<file path="config.mk">
export PLATFORM = sky130hd
export DESIGN_NAME = mux_bus_ctrl
export DESIGN_NICKNAME = d
export VERILOG_FILES = /design/src/rtl/mbc_pkg.sv /design/src/rtl/mbc_seq.sv /design/src/rtl/mbc_lane.sv /design/src/rtl/mbc_pins.sv /design/src/rtl/mux_bus_ctrl.sv
export SDC_FILE = /design/constraint.sdc
export NUM_CORES = 1
export LEC_CHECK = 0
export BUFFER_PORTS_ARGS = -buffer_cell sky130_fd_sc_hd__buf_2
export CORE_AREA = 10 10 105 107
export DETAILED_ROUTE_END_ITERATION = 8
export DIE_AREA = 0 0 115 117
export PLACE_DENSITY_LB_ADDON = 0.25
export SYNTH_ARGS = -nofsm -noshare
export SYNTH_HDL_FRONTEND = slang
export SYNTH_SLANG_ARGS = --single-unit
</file>
<file path="constraint.sdc">
create_clock -name clk_i -period 2.3 [get_ports clk_i]
set_input_delay 0.69 -clock clk_i [delete_from_list [all_inputs] [get_ports clk_i]]
set_output_delay 0.69 -clock clk_i [all_outputs]
set_load 0.01 [all_outputs]
</file>
<file path="src/rtl/mbc_pkg.sv">
package mbc_pkg;
  typedef enum logic [2:0] {
    ST_IDLE,
    ST_T1,
    ST_T2,
    ST_T3,
    ST_TW,
    ST_T4,
    ST_HOLD
  } bus_state_e;

  typedef struct packed {
    logic       wr;
    logic       mem;
    logic       byte_acc;
    logic       ie;
    logic [1:0] seg;
  } cyc_kind_t;
endpackage

</file>
<file path="src/rtl/mbc_seq.sv">
module mbc_seq
  import mbc_pkg::*;
#(
  parameter int AW = 20,
  parameter int DW = 16
) (
  input  logic          clk_i,
  input  logic          rst_ni,
  input  logic          req_i,
  input  cyc_kind_t     kind_i,
  input  logic [AW-1:0] addr_i,
  input  logic [DW-1:0] wdata_i,
  input  logic          ready_i,
  input  logic          hold_i,
  input  logic [DW-1:0] ad_i,
  output bus_state_e    state_o,
  output cyc_kind_t     kind_o,
  output logic [AW-1:0] addr_o,
  output logic [DW-1:0] wdata_o,
  output logic [DW-1:0] rbus_o
);
  bus_state_e st_q, st_d;
  cyc_kind_t  kind_q;
  logic [AW-1:0] addr_q;
  logic [DW-1:0] wdata_q, rbus_q;
  logic boundary, take, data_end;

  assign boundary = (st_q == ST_IDLE) || (st_q == ST_T4);
  assign take     = boundary && !hold_i && req_i;
  assign data_end = ((st_q == ST_T3) || (st_q == ST_TW)) && ready_i;

  always_comb begin
    st_d = st_q;
    unique case (st_q)
      ST_IDLE, ST_T4: st_d = hold_i ? ST_HOLD : (req_i ? ST_T1 : ST_IDLE);
      ST_T1:          st_d = ST_T2;
      ST_T2:          st_d = ST_T3;
      ST_T3, ST_TW:   st_d = ready_i ? ST_T4 : ST_TW;
      ST_HOLD:        st_d = hold_i ? ST_HOLD : ST_IDLE;
      default:        st_d = ST_IDLE;
    endcase
  end

  always_ff @(posedge clk_i or negedge rst_ni) begin
    if (!rst_ni) begin
      st_q    <= ST_IDLE;
      kind_q  <= '0;
      addr_q  <= '0;
      wdata_q <= '0;
      rbus_q  <= '0;
    end else begin
      st_q <= st_d;
      if (take) begin
        kind_q  <= kind_i;
        addr_q  <= addr_i;
        wdata_q <= wdata_i;
      end
      if (data_end) rbus_q <= ad_i;
    end
  end

  assign state_o = st_q;
  assign kind_o  = kind_q;
  assign addr_o  = addr_q;
  assign wdata_o = wdata_q;
  assign rbus_o  = rbus_q;

  p_wait_insert_r6: assert property (@(posedge clk_i) disable iff (!rst_ni)
    ((st_q == ST_T3) || (st_q == ST_TW)) && !ready_i |=> st_q == ST_TW);
  p_hold_entry_r9: assert property (@(posedge clk_i) disable iff (!rst_ni)
    boundary && hold_i |=> st_q == ST_HOLD);
  p_chain_r11: assert property (@(posedge clk_i) disable iff (!rst_ni)
    (st_q == ST_T4) && req_i && !hold_i |=> st_q == ST_T1);
endmodule

</file>
<file path="src/rtl/mbc_lane.sv">
module mbc_lane #(
  parameter int DW = 16
) (
  input  logic          byte_acc_i,
  input  logic          odd_i,
  input  logic [DW-1:0] wdata_i,
  input  logic [DW-1:0] rbus_i,
  output logic [DW-1:0] wbus_o,
  output logic [DW-1:0] rdata_o
);
  localparam int HW = DW / 2;

  for (genvar g = 0; g < 2; g++) begin : g_wlane
    assign wbus_o[g*HW +: HW] = byte_acc_i ? wdata_i[HW-1:0] : wdata_i[g*HW +: HW];
  end

  always_comb begin
    if (!byte_acc_i)  rdata_o = rbus_i;
    else if (odd_i)   rdata_o = {{HW{1'b0}}, rbus_i[DW-1:HW]};
    else              rdata_o = {{HW{1'b0}}, rbus_i[HW-1:0]};
  end
endmodule

</file>
<file path="src/rtl/mbc_pins.sv">
module mbc_pins
  import mbc_pkg::*;
#(
  parameter int AW = 20,
  parameter int DW = 16
) (
  input  logic             clk_i,
  input  logic             rst_ni,
  input  bus_state_e       state_i,
  input  cyc_kind_t        kind_i,
  input  logic [AW-1:0]    addr_i,
  input  logic [DW-1:0]    wbus_i,
  output logic             hlda_o,
  output logic [DW-1:0]    ad_o,
  output logic             ad_oe_o,
  output logic [AW-DW-1:0] ahs_o,
  output logic             ahs_oe_o,
  output logic             ale_o,
  output logic             rd_n_o,
  output logic             wr_n_o,
  output logic             mio_o,
  output logic             dtr_o,
  output logic             den_n_o,
  output logic             bhe_n_o,
  output logic             ctl_oe_o,
  output logic             done_o
);
  localparam int UW = AW - DW;

  logic [UW-1:0] stat_w;
  logic in_cyc, strobe_ph, data_ph;

  always_comb begin
    stat_w      = '0;
    stat_w[1:0] = kind_i.seg;
    stat_w[2]   = kind_i.ie;
  end

  assign in_cyc    = (state_i != ST_IDLE) && (state_i != ST_HOLD);
  assign strobe_ph = (state_i == ST_T2) || (state_i == ST_T3) || (state_i == ST_TW);
  assign data_ph   = strobe_ph || (state_i == ST_T4);

  always_comb begin
    hlda_o   = (state_i == ST_HOLD);
    ctl_oe_o = !hlda_o;
    ahs_oe_o = !hlda_o;
    ale_o    = (state_i == ST_T1);
    done_o   = (state_i == ST_T4);
    ad_oe_o  = ale_o || (data_ph && kind_i.wr);
    ad_o     = ale_o ? addr_i[DW-1:0] : (data_ph && kind_i.wr ? wbus_i : '0);
    ahs_o    = ale_o ? addr_i[AW-1:DW] : (data_ph ? stat_w : '0);
    rd_n_o   = !(strobe_ph && !kind_i.wr);
    wr_n_o   = !(strobe_ph && kind_i.wr);
    den_n_o  = !data_ph;
    dtr_o    = in_cyc ? kind_i.wr : 1'b1;
    mio_o    = in_cyc ? kind_i.mem : 1'b1;
    bhe_n_o  = in_cyc ? (kind_i.byte_acc && !addr_i[0]) : 1'b1;
  end

  p_ale_addr_r1: assert property (@(posedge clk_i) disable iff (!rst_ni)
    ale_o |-> ad_oe_o && rd_n_o && wr_n_o && den_n_o);
  p_strobe_excl_r4: assert property (@(posedge clk_i) disable iff (!rst_ni)
    rd_n_o || wr_n_o);
  p_read_dir_r5: assert property (@(posedge clk_i) disable iff (!rst_ni)
    !rd_n_o |-> !dtr_o && !ad_oe_o);
  p_float_r9: assert property (@(posedge clk_i) disable iff (!rst_ni)
    hlda_o |-> !ad_oe_o && !ahs_oe_o && !ctl_oe_o && !done_o);
  p_done_one_r7: assert property (@(posedge clk_i) disable iff (!rst_ni)
    done_o |=> !done_o || ale_o == 1'b0);
endmodule

</file>
<file path="src/rtl/mux_bus_ctrl.sv">
module mux_bus_ctrl
  import mbc_pkg::*;
#(
  parameter int AW = 20,
  parameter int DW = 16
) (
  input  logic             clk_i,
  input  logic             rst_ni,
  input  logic             req_i,
  input  logic             req_wr_i,
  input  logic             req_mem_i,
  input  logic             req_byte_i,
  input  logic             req_ie_i,
  input  logic [1:0]       req_seg_i,
  input  logic [AW-1:0]    req_addr_i,
  input  logic [DW-1:0]    req_wdata_i,
  input  logic             ready_i,
  input  logic             hold_i,
  input  logic [DW-1:0]    ad_i,
  output logic             hlda_o,
  output logic [DW-1:0]    ad_o,
  output logic             ad_oe_o,
  output logic [AW-DW-1:0] ahs_o,
  output logic             ahs_oe_o,
  output logic             ale_o,
  output logic             rd_n_o,
  output logic             wr_n_o,
  output logic             mio_o,
  output logic             dtr_o,
  output logic             den_n_o,
  output logic             bhe_n_o,
  output logic             ctl_oe_o,
  output logic             done_o,
  output logic [DW-1:0]    rdata_o
);
  bus_state_e    state;
  cyc_kind_t     kind_in, kind;
  logic [AW-1:0] addr;
  logic [DW-1:0] wdata, rbus, wbus;

  assign kind_in = '{wr: req_wr_i, mem: req_mem_i, byte_acc: req_byte_i,
                     ie: req_ie_i, seg: req_seg_i};

  mbc_seq #(.AW(AW), .DW(DW)) u_seq (
    .clk_i   (clk_i),
    .rst_ni  (rst_ni),
    .req_i   (req_i),
    .kind_i  (kind_in),
    .addr_i  (req_addr_i),
    .wdata_i (req_wdata_i),
    .ready_i (ready_i),
    .hold_i  (hold_i),
    .ad_i    (ad_i),
    .state_o (state),
    .kind_o  (kind),
    .addr_o  (addr),
    .wdata_o (wdata),
    .rbus_o  (rbus)
  );

  mbc_lane #(.DW(DW)) u_lane (
    .byte_acc_i (kind.byte_acc),
    .odd_i      (addr[0]),
    .wdata_i    (wdata),
    .rbus_i     (rbus),
    .wbus_o     (wbus),
    .rdata_o    (rdata_o)
  );

  mbc_pins #(.AW(AW), .DW(DW)) u_pins (
    .clk_i    (clk_i),
    .rst_ni   (rst_ni),
    .state_i  (state),
    .kind_i   (kind),
    .addr_i   (addr),
    .wbus_i   (wbus),
    .hlda_o   (hlda_o),
    .ad_o     (ad_o),
    .ad_oe_o  (ad_oe_o),
    .ahs_o    (ahs_o),
    .ahs_oe_o (ahs_oe_o),
    .ale_o    (ale_o),
    .rd_n_o   (rd_n_o),
    .wr_n_o   (wr_n_o),
    .mio_o    (mio_o),
    .dtr_o    (dtr_o),
    .den_n_o  (den_n_o),
    .bhe_n_o  (bhe_n_o),
    .ctl_oe_o (ctl_oe_o),
    .done_o   (done_o)
  );
endmodule

</file>
---- Word level (Yosys, flattened, before mapping) ----
Index checks and enable logic that the tools add are counted.
W data, S select, Z words.
storage, ports and cells
  input port bits ......................... 63
  output and inout port bits .............. 48
  logic and storage cells ................. 56
  flip-flop bits (word level) ............. 61
operators by class
  eq/ne operators ......................... 7
  reductions and logical operators ........ 25
  muxes and demuxes ....................... 15
operators with widths
  cell                  count
  $mux W16              3
  $mux W8               2
  $pmux W3 S5           1
  $eq A3 B3 Y1 const B  3
  $mux W3               3
  $logic_and A1 B1 Y1   8
  $logic_not A1 Y1      7
  $eq A3 B2 Y1 const B  2
  $logic_or A1 B1 Y1    6
  $mux W1               5
  $mux W4               1
  $reduce_or A2 Y1      2
  $eq A3 B1 Y1 const B  1
  $logic_not A3 Y1      1
  $ne A3 B3 Y1 const B  1
  $reduce_bool A3 Y1    1

---- Longest topological paths before layout ----
Gate-level depths: netlist (run 1).
  depth in word-level cells ............... 7
  gate-level depth with buffers ........... 7
  mapped depth without buffers ............ 5

---- Hierarchy ----
Synthesis (run 1) repeated with hierarchy kept, for this count alone.
unflattened totals
  cells, all modules ...................... 288
  area, all modules ....................... 3,628.5 um^2
by module, submodules not included
  module    times used  cells an instance  area each (um^2)  seq. area each (um^2)
  mbc_seq   1           142                2,408.6           1,526.5
  mbc_pins  1           111                843.3             0.0
  mbc_lane  1           35                 376.6             0.0

---- Worst setup path after synthesis (run 1) ----
No wires, ideal clock.
  path kind ............................... register -> output
  start point ............................. register u_seq.st_q[2] (netlist: u_seq.state_o[2])
  end point ............................... output port ad_o[10]
  stages on the path, launching flop included .. 8
  buffers on the path ..................... 2
  arrival time ............................ 1.737 ns
  setup slack ............................. -0.127 ns
  data required time ...................... 1.610 ns
  path through ............................ dfrtp_1 -> buf_6 -> inv_1 -> ha_1 -> nand2b_1 -> or2_2 -> buf_2 -> o21ai_0
between the ends
  longest elaborated chain between the ends .. 7
  elaborated cells on any way between the ends .. 11
  classes of those cells .................. eq/ne: 5; mux: 2; reduce/logical: 4
RTL lines
  element                          line                RTL
  from (decl)                      mbc_seq.sv:22       bus_state_e st_q, st_d;
  from (signal assigned)           mbc_seq.sv:52       st_q <= st_d;
  $eq A3 B2 Y1                     mbc_pins.sv:40      assign strobe_ph = (state_i == ST_T2) || (state_i == ST_T3) || (state_i == ST_TW);
  $logic_or A1 B1 Y1 (2 in a row)  mbc_pins.sv:40
  $logic_or A1 B1 Y1               mbc_pins.sv:41      assign data_ph = strobe_ph || (state_i == ST_T4);
  $logic_and A1 B1 Y1              mbc_pins.sv:50      ad_o = ale_o ? addr_i[DW-1:0] : (data_ph && kind_i.wr ? wbus_i : '0);
  $mux W16                         mbc_pins.sv:50
  $mux W16 (*)                     mbc_pins.sv:50
  to (decl)                        mux_bus_ctrl.sv:21  output logic [DW-1:0] ad_o,
Mark *: on every way between the ends. The rest lies on a longest branch, timed or not.

---- Worst setup path after layout (run 1) ----
  start point ............................. register u_seq.st_q[2] (netlist: u_seq.state_o[2])
  end point ............................... output port ad_o[8]
The elaborated chain is that of the path after synthesis.

==> reports/summary.txt, run 1 <==
Skew-Pair Late Insertion Delay -> 0.34 ns
I/O pin count -> 111
Initial Util -> 0.350
Area contributors post-synth -> dfrtp_1, mux2_4, mux2_2, mux2i_1, buf_6
Clk sinks -> 61
Routability-driven placement congestion ratio -> 0.725
Ratio of cells with drive above 1 in the final layout -> 0.684
Peak supply drop -> 0.000680 V
Max H-tree Level -> 3
HPWL Detailed -> 6010 um
Max-slew headroom -> 0.775
Cell Int Power -> 4.38 mW
First-pass GRT wire length -> 13500 um
Max-cap violation count -> 0
Worst r2r dst -> u_seq.rbus_o[1]
ANT cells -> 0
Setup violators final -> 23
Post-Place Cells -> 442
Vias per cell -> 4.76
Cell area after synthesis -> 3160 um^2
Ys flop type -> dfrtp_1
Clock power share -> 0.156
TritonCTS clock tree -> yes
Fin nets -> 421
Routed via count -> 2245
Antenna Nets Post-Route -> 0
Yosys warning count -> 0
Crit. Startpoint -> u_seq.state_o[2]
Leading area contributor after synthesis -> dfrtp_1
Ys async rst share -> 1.00
EDFF count, synth -> 0
Post-Syn Nets -> 287
Sequential power share -> 0.296
Core Region -> 9020 um^2
Number of CTS-inserted buffers -> 9
Register area share after synthesis -> 0.483
Die Wd -> 115 um
Routed WL per cell -> 18.1 um
Critical setup path kind -> flip-flop to output pin
Fmax -> 0.405 GHz
Worst EP arrival -> 1.78 ns
Die extent in y -> 117 um
Drt drc -> 0
Total track usage -> 0.129
Min Tclk post-route -> 2.47 ns
PD cells -> 1550 nW/um^2
Most common cell in the netlist -> dfrtp_1
Largest net degree at the start of global routing -> 62
Lkg Pwr -> 2.27 nW
Yosys reg bits -> 61
Crit Reg-Reg Startpoint -> u_seq.state_o[2]
Core Rows -> 35
Crit path capture type -> output pin
Design Area, Final -> 4340 um^2
PnR worst setup slack -> -0.169 ns
Area of placed instances -> 3890 um^2
Comb pwr share -> 0.548
Die footprint -> 13500 um^2
DRT iter0 DRCs -> 83
Synth cell count leaders -> dfrtp_1, mux2_4, mux2_2
Clock slew at reported path FFs -> 0.07 ns
Post-synthesis cell type count -> 30
Fillers -> 834
Detailed Routing Iterations Pass 1 -> 4
RSZ-0062 raised after global routing -> true
Final hold violations -> 0
Max Slew Vio Count -> 0
Reg2reg setup slack -> 0.42 ns
Failing checks -> setup timing
Period utilisation layout -> 1.07
Sw Pwr -> 2.37 mW
Worst hold-check path type -> input pin to async pin
Buffers on Ports -> 110
R2R depth -> 7
Critical path peak fanout -> 8
Switching Share -> 0.351
Critical Path End -> ad_o[8]
Root Buffer -> clkbuf_8
GRT overflow -> 0
Crit start category -> flip-flop
Vias in the first global route -> 2531
CTS Hold Buffers Added -> 0
Syn Inst Count -> 223
Status -> finished, violations left
Mean Syn Cell Area -> 14.2 um^2
Fin cells -> 472
Antenna violations before repair -> 0
Post-synth top area share -> 0.483
Critical Path RT -> 1.61 ns
Area Growth Syn to Fin -> 37.3%
Detailed Route WL -> 8550 um
Worst slew pin tran -> 0.337 ns
Clock skew -> 0.00631 ns
Max clock buf depth -> 2
Sum Neg Setup Slack -> -2.43 ns
-- critical path: stages (launching register included) --
cell and delay (ns):
dfrtp_1 0.40, inv_2 0.09, ha_4 0.20, nand2b_4 0.14, or2_4 0.31, o21ai_2 0.15
buf_2 0.15
-- metal layers --
layer / GRT usage / up-vias / share of wire
li1: - / 1058 / -
met1: 0.154 / 1087 / 0.43
met2: 0.192 / 88 / 0.45
met3: 0.0744 / 12 / 0.12
met4: 0.0355 / 0 / 0.010
met5: 0 / - / 0
-- power by group through the flow --
| stage | combinational [mW] | sequential (mW) | clock [mW] |
|---|---|---|---|
| floorplan | 2.41 | 1.88 | 0 |
| global placement | 3.30 | 1.97 | 0 |
| detailed placement | 3.33 | 1.99 | 0 |
| CTS | 3.70 | 1.99 | 1.09 |
| global route | 4.01 | 2.07 | 1.15 |
| finish | 3.70 | 2.00 | 1.05 |
-- metrics by stage --
| stage | power [mW] | hold slack (ns) | setup slack (ns) | utilization |
|---|---|---|---|---|
| global placement | 5.28 | 0.483 | 0.0508 | 0.431 |
| global route | 7.22 | 0.361 | -0.264 | 0.481 |
| finish | 6.74 | 0.356 | -0.169 | 0.481 |
| CTS | 6.78 | 0.354 | -0.179 | 0.478 |
| detailed placement | 5.32 | 0.489 | 0.000328 | 0.431 |
| floorplan | 4.28 | 0.394 | 0.0280 | - |
-- worst min-delay path by stage --
stage / endpoint / depth (start not counted) / startpoint / slack (ns)
after global routing: u_seq.addr_o[19] / 2 / rst_ni / 0.36
after global placement: u_seq.rbus_o[0] / 1 / u_seq.rbus_o[0] / 0.48
final: u_seq.addr_o[19] / 2 / rst_ni / 0.36
after floorplan: u_seq.addr_o[0] / 0 / rst_ni / 0.39
after CTS: u_seq.addr_o[19] / 2 / rst_ni / 0.35
after detailed placement: u_seq.kind_o[4] / 1 / u_seq.kind_o[4] / 0.49
-- state kept, by name (all words and copies together) (netlist names) --
register       flops
u_seq.wdata_o     16
u_seq.addr_o      20
u_seq.kind_o       6
u_seq.rbus_o      16
u_seq.state_o      3
-- cell usage in the layout, fill, tap and decap left out, drive strengths merged, types with 2 or more instances in the layout --
cell / n
clkinv: 3
dfrtp: 61
and2: 2
o21ai: 14
a22o: 8
nand2: 12
inv: 5
nor2b: 9
buf: 137
nand2b: 5
clkbuf: 10
o21bai: 2
or2: 3
nor3: 2
bufinv: 2
nor3b: 2
mux2i: 8
mux2: 66
-- logic make-up (layout without fill, tap and decap cells) --
logic type,count (synthesis),count (layout),share of synthesized area
buf+inv,19,157,0.0424
mux,74,74,0.317
compound gates,28,28,0.0633
xor+xnor,1,1,0.00871
simple gates,39,39,0.0812
flops,61,61,0.483
fa+ha+maj,1,1,0.00396
-- final cells by class --
cell class                 instances  area (um^2)  share of cell area
clock inverter                     5         75.1              0.0173
sequential                        61         1530               0.352
clock buffer                      10          138              0.0317
multi-input combinational        143         1600               0.368
tap                              111          139              0.0320
timing repair buffer             137          847               0.195
inverter                           5         18.8             0.00433
-- timing repair --
action	4_1_cts	5_1_grt
gates cloned	3	0
resized for setup	30	7
setup buffers	9	4
pin swaps	15	5
setup endpoints to repair	33	36
(Power assumes the default switching activity.)
==> run 2, diff against run 1 <==
==> constraint.sdc (replaced) <==
create_clock -name clk_i -period 2.3 [get_ports clk_i]
set_input_delay 0.69 -clock clk_i [delete_from_list [all_inputs] [get_ports clk_i]]
set_output_delay 0.69 -clock clk_i [all_outputs]
set_load 0.02 [all_outputs]
==> reports/summary.txt, run 2 (synthesis results as in run 1) <==
Antenna Nets Post-Route -> 0 (unchanged)
I/O pin count -> 111 (unchanged)
Failing checks -> setup timing
Area Growth Syn to Fin -> 43.4%
Die extent in y -> 117 um (unchanged)
Total track usage -> 0.128 (-0.000752)
Final hold violations -> 0 (unchanged)
Detailed Route WL -> 8470 um (-1.0%)
Drt drc -> 0 (unchanged)
Max reg flops -> 20 (unchanged)
Vias per cell -> 4.64 (-2.5%)
Commonest non-fill, non-tap cells in the layout -> buf_2, dfrtp_1, mux2_4, buf_6, buf_4
Critical Path RT -> 1.61 ns (about the same)
Crit start category -> flip-flop
DRT iter0 DRCs -> 57 (-31%)
Worst slew pin tran -> 0.356 ns (+0.0187 ns)
Max H-tree Level -> 3 (unchanged)
Crit. Startpoint -> u_seq.state_o[2]
Number of CTS-inserted buffers -> 9 (unchanged)
Max clock buf depth -> 2 (unchanged)
Die Wd -> 115 um (unchanged)
Most common cell after layout, fill and taps aside -> buf_2
Crit Reg-Reg Startpoint -> u_seq.state_o[1]
Max-slew headroom -> 0.756 (-0.0192)
Buffers on Ports -> 110 (unchanged)
GRT overflow -> 0 (unchanged)
PD cells -> 1630 nW/um^2 (+4.9%)
Die footprint -> 13500 um^2 (unchanged)
Worst hold-check path type -> input pin to async pin
R2R depth -> 9 (+2)
RSZ-0062 raised after global routing -> true
Initial Util -> 0.350 (unchanged)
Clk sinks -> 61 (unchanged)
Fin util -> 0.502 (+0.0215)
First-pass GRT wire length -> 13400 um (-0.87%)
Routed via count -> 2217 (-1.2%)
Peak supply drop -> 0.000682 V (+0.31%)
Fin nets -> 425 (+0.95%)
Max Slew Vio Count -> 0 (unchanged)
CTS Hold Buffers Added -> 0 (unchanged)
DP Worst Slack -> -0.212 ns (-0.213 ns)
Root Buffer -> clkbuf_8
Vias in the first global route -> 2486 (-1.8%)
Core Rows -> 35 (unchanged)
Core Region -> 9020 um^2 (unchanged)
Setup violators final -> 28 (+22%)
PnR worst setup slack -> -0.280 ns (-0.111 ns)
TritonCTS clock tree -> yes
Status -> finished, violations left
Antenna violations before repair -> 0 (unchanged)
Worst r2r dst -> u_seq.rbus_o[14]
Detailed Routing Iterations Pass 1 -> 4 (unchanged)
Fmax -> 0.388 GHz (-4.3%)
Routed WL per cell -> 17.7 um (-2.2%)
Critical setup path kind -> flip-flop to output pin
Skew-Pair Late Insertion Delay -> 0.33 ns (about the same)
Reg2reg setup slack -> 0.27 ns (-0.15 ns)
Clock skew -> 0.00430 ns (-0.00201 ns)
Clock slew at reported path FFs -> 0.07 ns (about the same)
Lkg Pwr -> 2.31 nW (+1.6%)
HPWL Detailed -> 5910 um (-1.7%)
Critical Path End -> ad_o[8]
Max-cap violation count -> 0 (unchanged)
Critical path peak fanout -> 8 (unchanged)
Crit path capture type -> output pin
Min Tclk post-route -> 2.58 ns (+0.111 ns)
Largest net degree at the start of global routing -> 62 (unchanged)
Routability-driven placement congestion ratio -> 0.719 (-0.81%)
Period utilisation layout -> 1.12 (+0.0482)
Worst EP arrival -> 1.89 ns (+0.11 ns)
Ratio of cells with drive above 1 in the final layout -> 0.686 (+0.00158)
run 2: changes by cell type in the layout (fill, tap and decap cells not counted), sizes merged:
cell	delta
bufbuf	+1
diode	+1
clkinv	+3
buf	+2
clkbuf	+1
bufinv	-2
run 2: how the worst min path moves through the flow:
stage / end / slack (ns) / depth (start not counted)
2_1_floorplan: u_seq.addr_o[0] / 0.39 / 0
3_3_place_gp: u_seq.rbus_o[5] / 0.48 / 1
3_5_place_dp: u_seq.rbus_o[1] / 0.49 / 1
4_1_cts: u_seq.addr_o[19] / 0.36 / 2
5_1_grt: u_seq.addr_o[15] / 0.36 / 2
6_report: u_seq.addr_o[19] / 0.35 / 2
run 2: report_power, final:
group,total [mW],internal (mW),switching (mW)
registers,1.97,1.63,0.347
logic,4.64,2.51,2.12
clock network,0.781,0.379,0.402
run 2: repair_timing:
action                                  CTS  global route
pin swaps                                 6             7
cloned                                    2             0
endpoints found under the setup margin   33            31
resized for setup                        63            16
buffers inserted                         13             3
run 2: worst max-delay path: stages (launching register included):
cell,delay [ns]
dfrtp_1,0.38
inv_2,0.09
ha_4,0.21
nand2b_4,0.14
buf_6,0.11
or2_4,0.33
o21ai_4,0.17
buf_6,0.14
run 2: through the flow:
step | hold slack (ns) | setup TNS (ns) | power (mW) | instances | cell area, um^2
floorplan | 0.394 | 0 | 4.83 | 223 | 3270
global placement | 0.483 | -2.35 | 5.81 | 444 | 3970
detailed placement | 0.490 | -2.89 | 5.85 | 444 | 3970
CTS | 0.364 | -5.28 | 7.35 | 474 | 4460
global route | 0.358 | -7.42 | 7.91 | 477 | 4530
finish | 0.347 | -4.88 | 7.39 | 478 | 4530
run 2: area by class of cell:
class / count / area [um^2]
well taps: 111 / 139
fillers: 813 / 4490
clock buffers: 10 / 128
diodes: 1 / 2.50
multi-input cells: 143 / 1660
flip-flops and latches: 61 / 1530
repair buffers: 141 / 1030
clock inverters: 6 / 30.0
inverters: 5 / 21.3
run 2: layer usage:
layer | share of wire | up-vias | wire length (um) | GRT usage
met5 | 0 | - | 0 | 0
met1 | 0.42 | 1065 | 3580 | 0.146
li1 | - | 1065 | - | -
met3 | 0.11 | 2 | 944 | 0.0780
met2 | 0.46 | 85 | 3920 | 0.200
met4 | 0.0027 | 0 | 23 | 0.0272
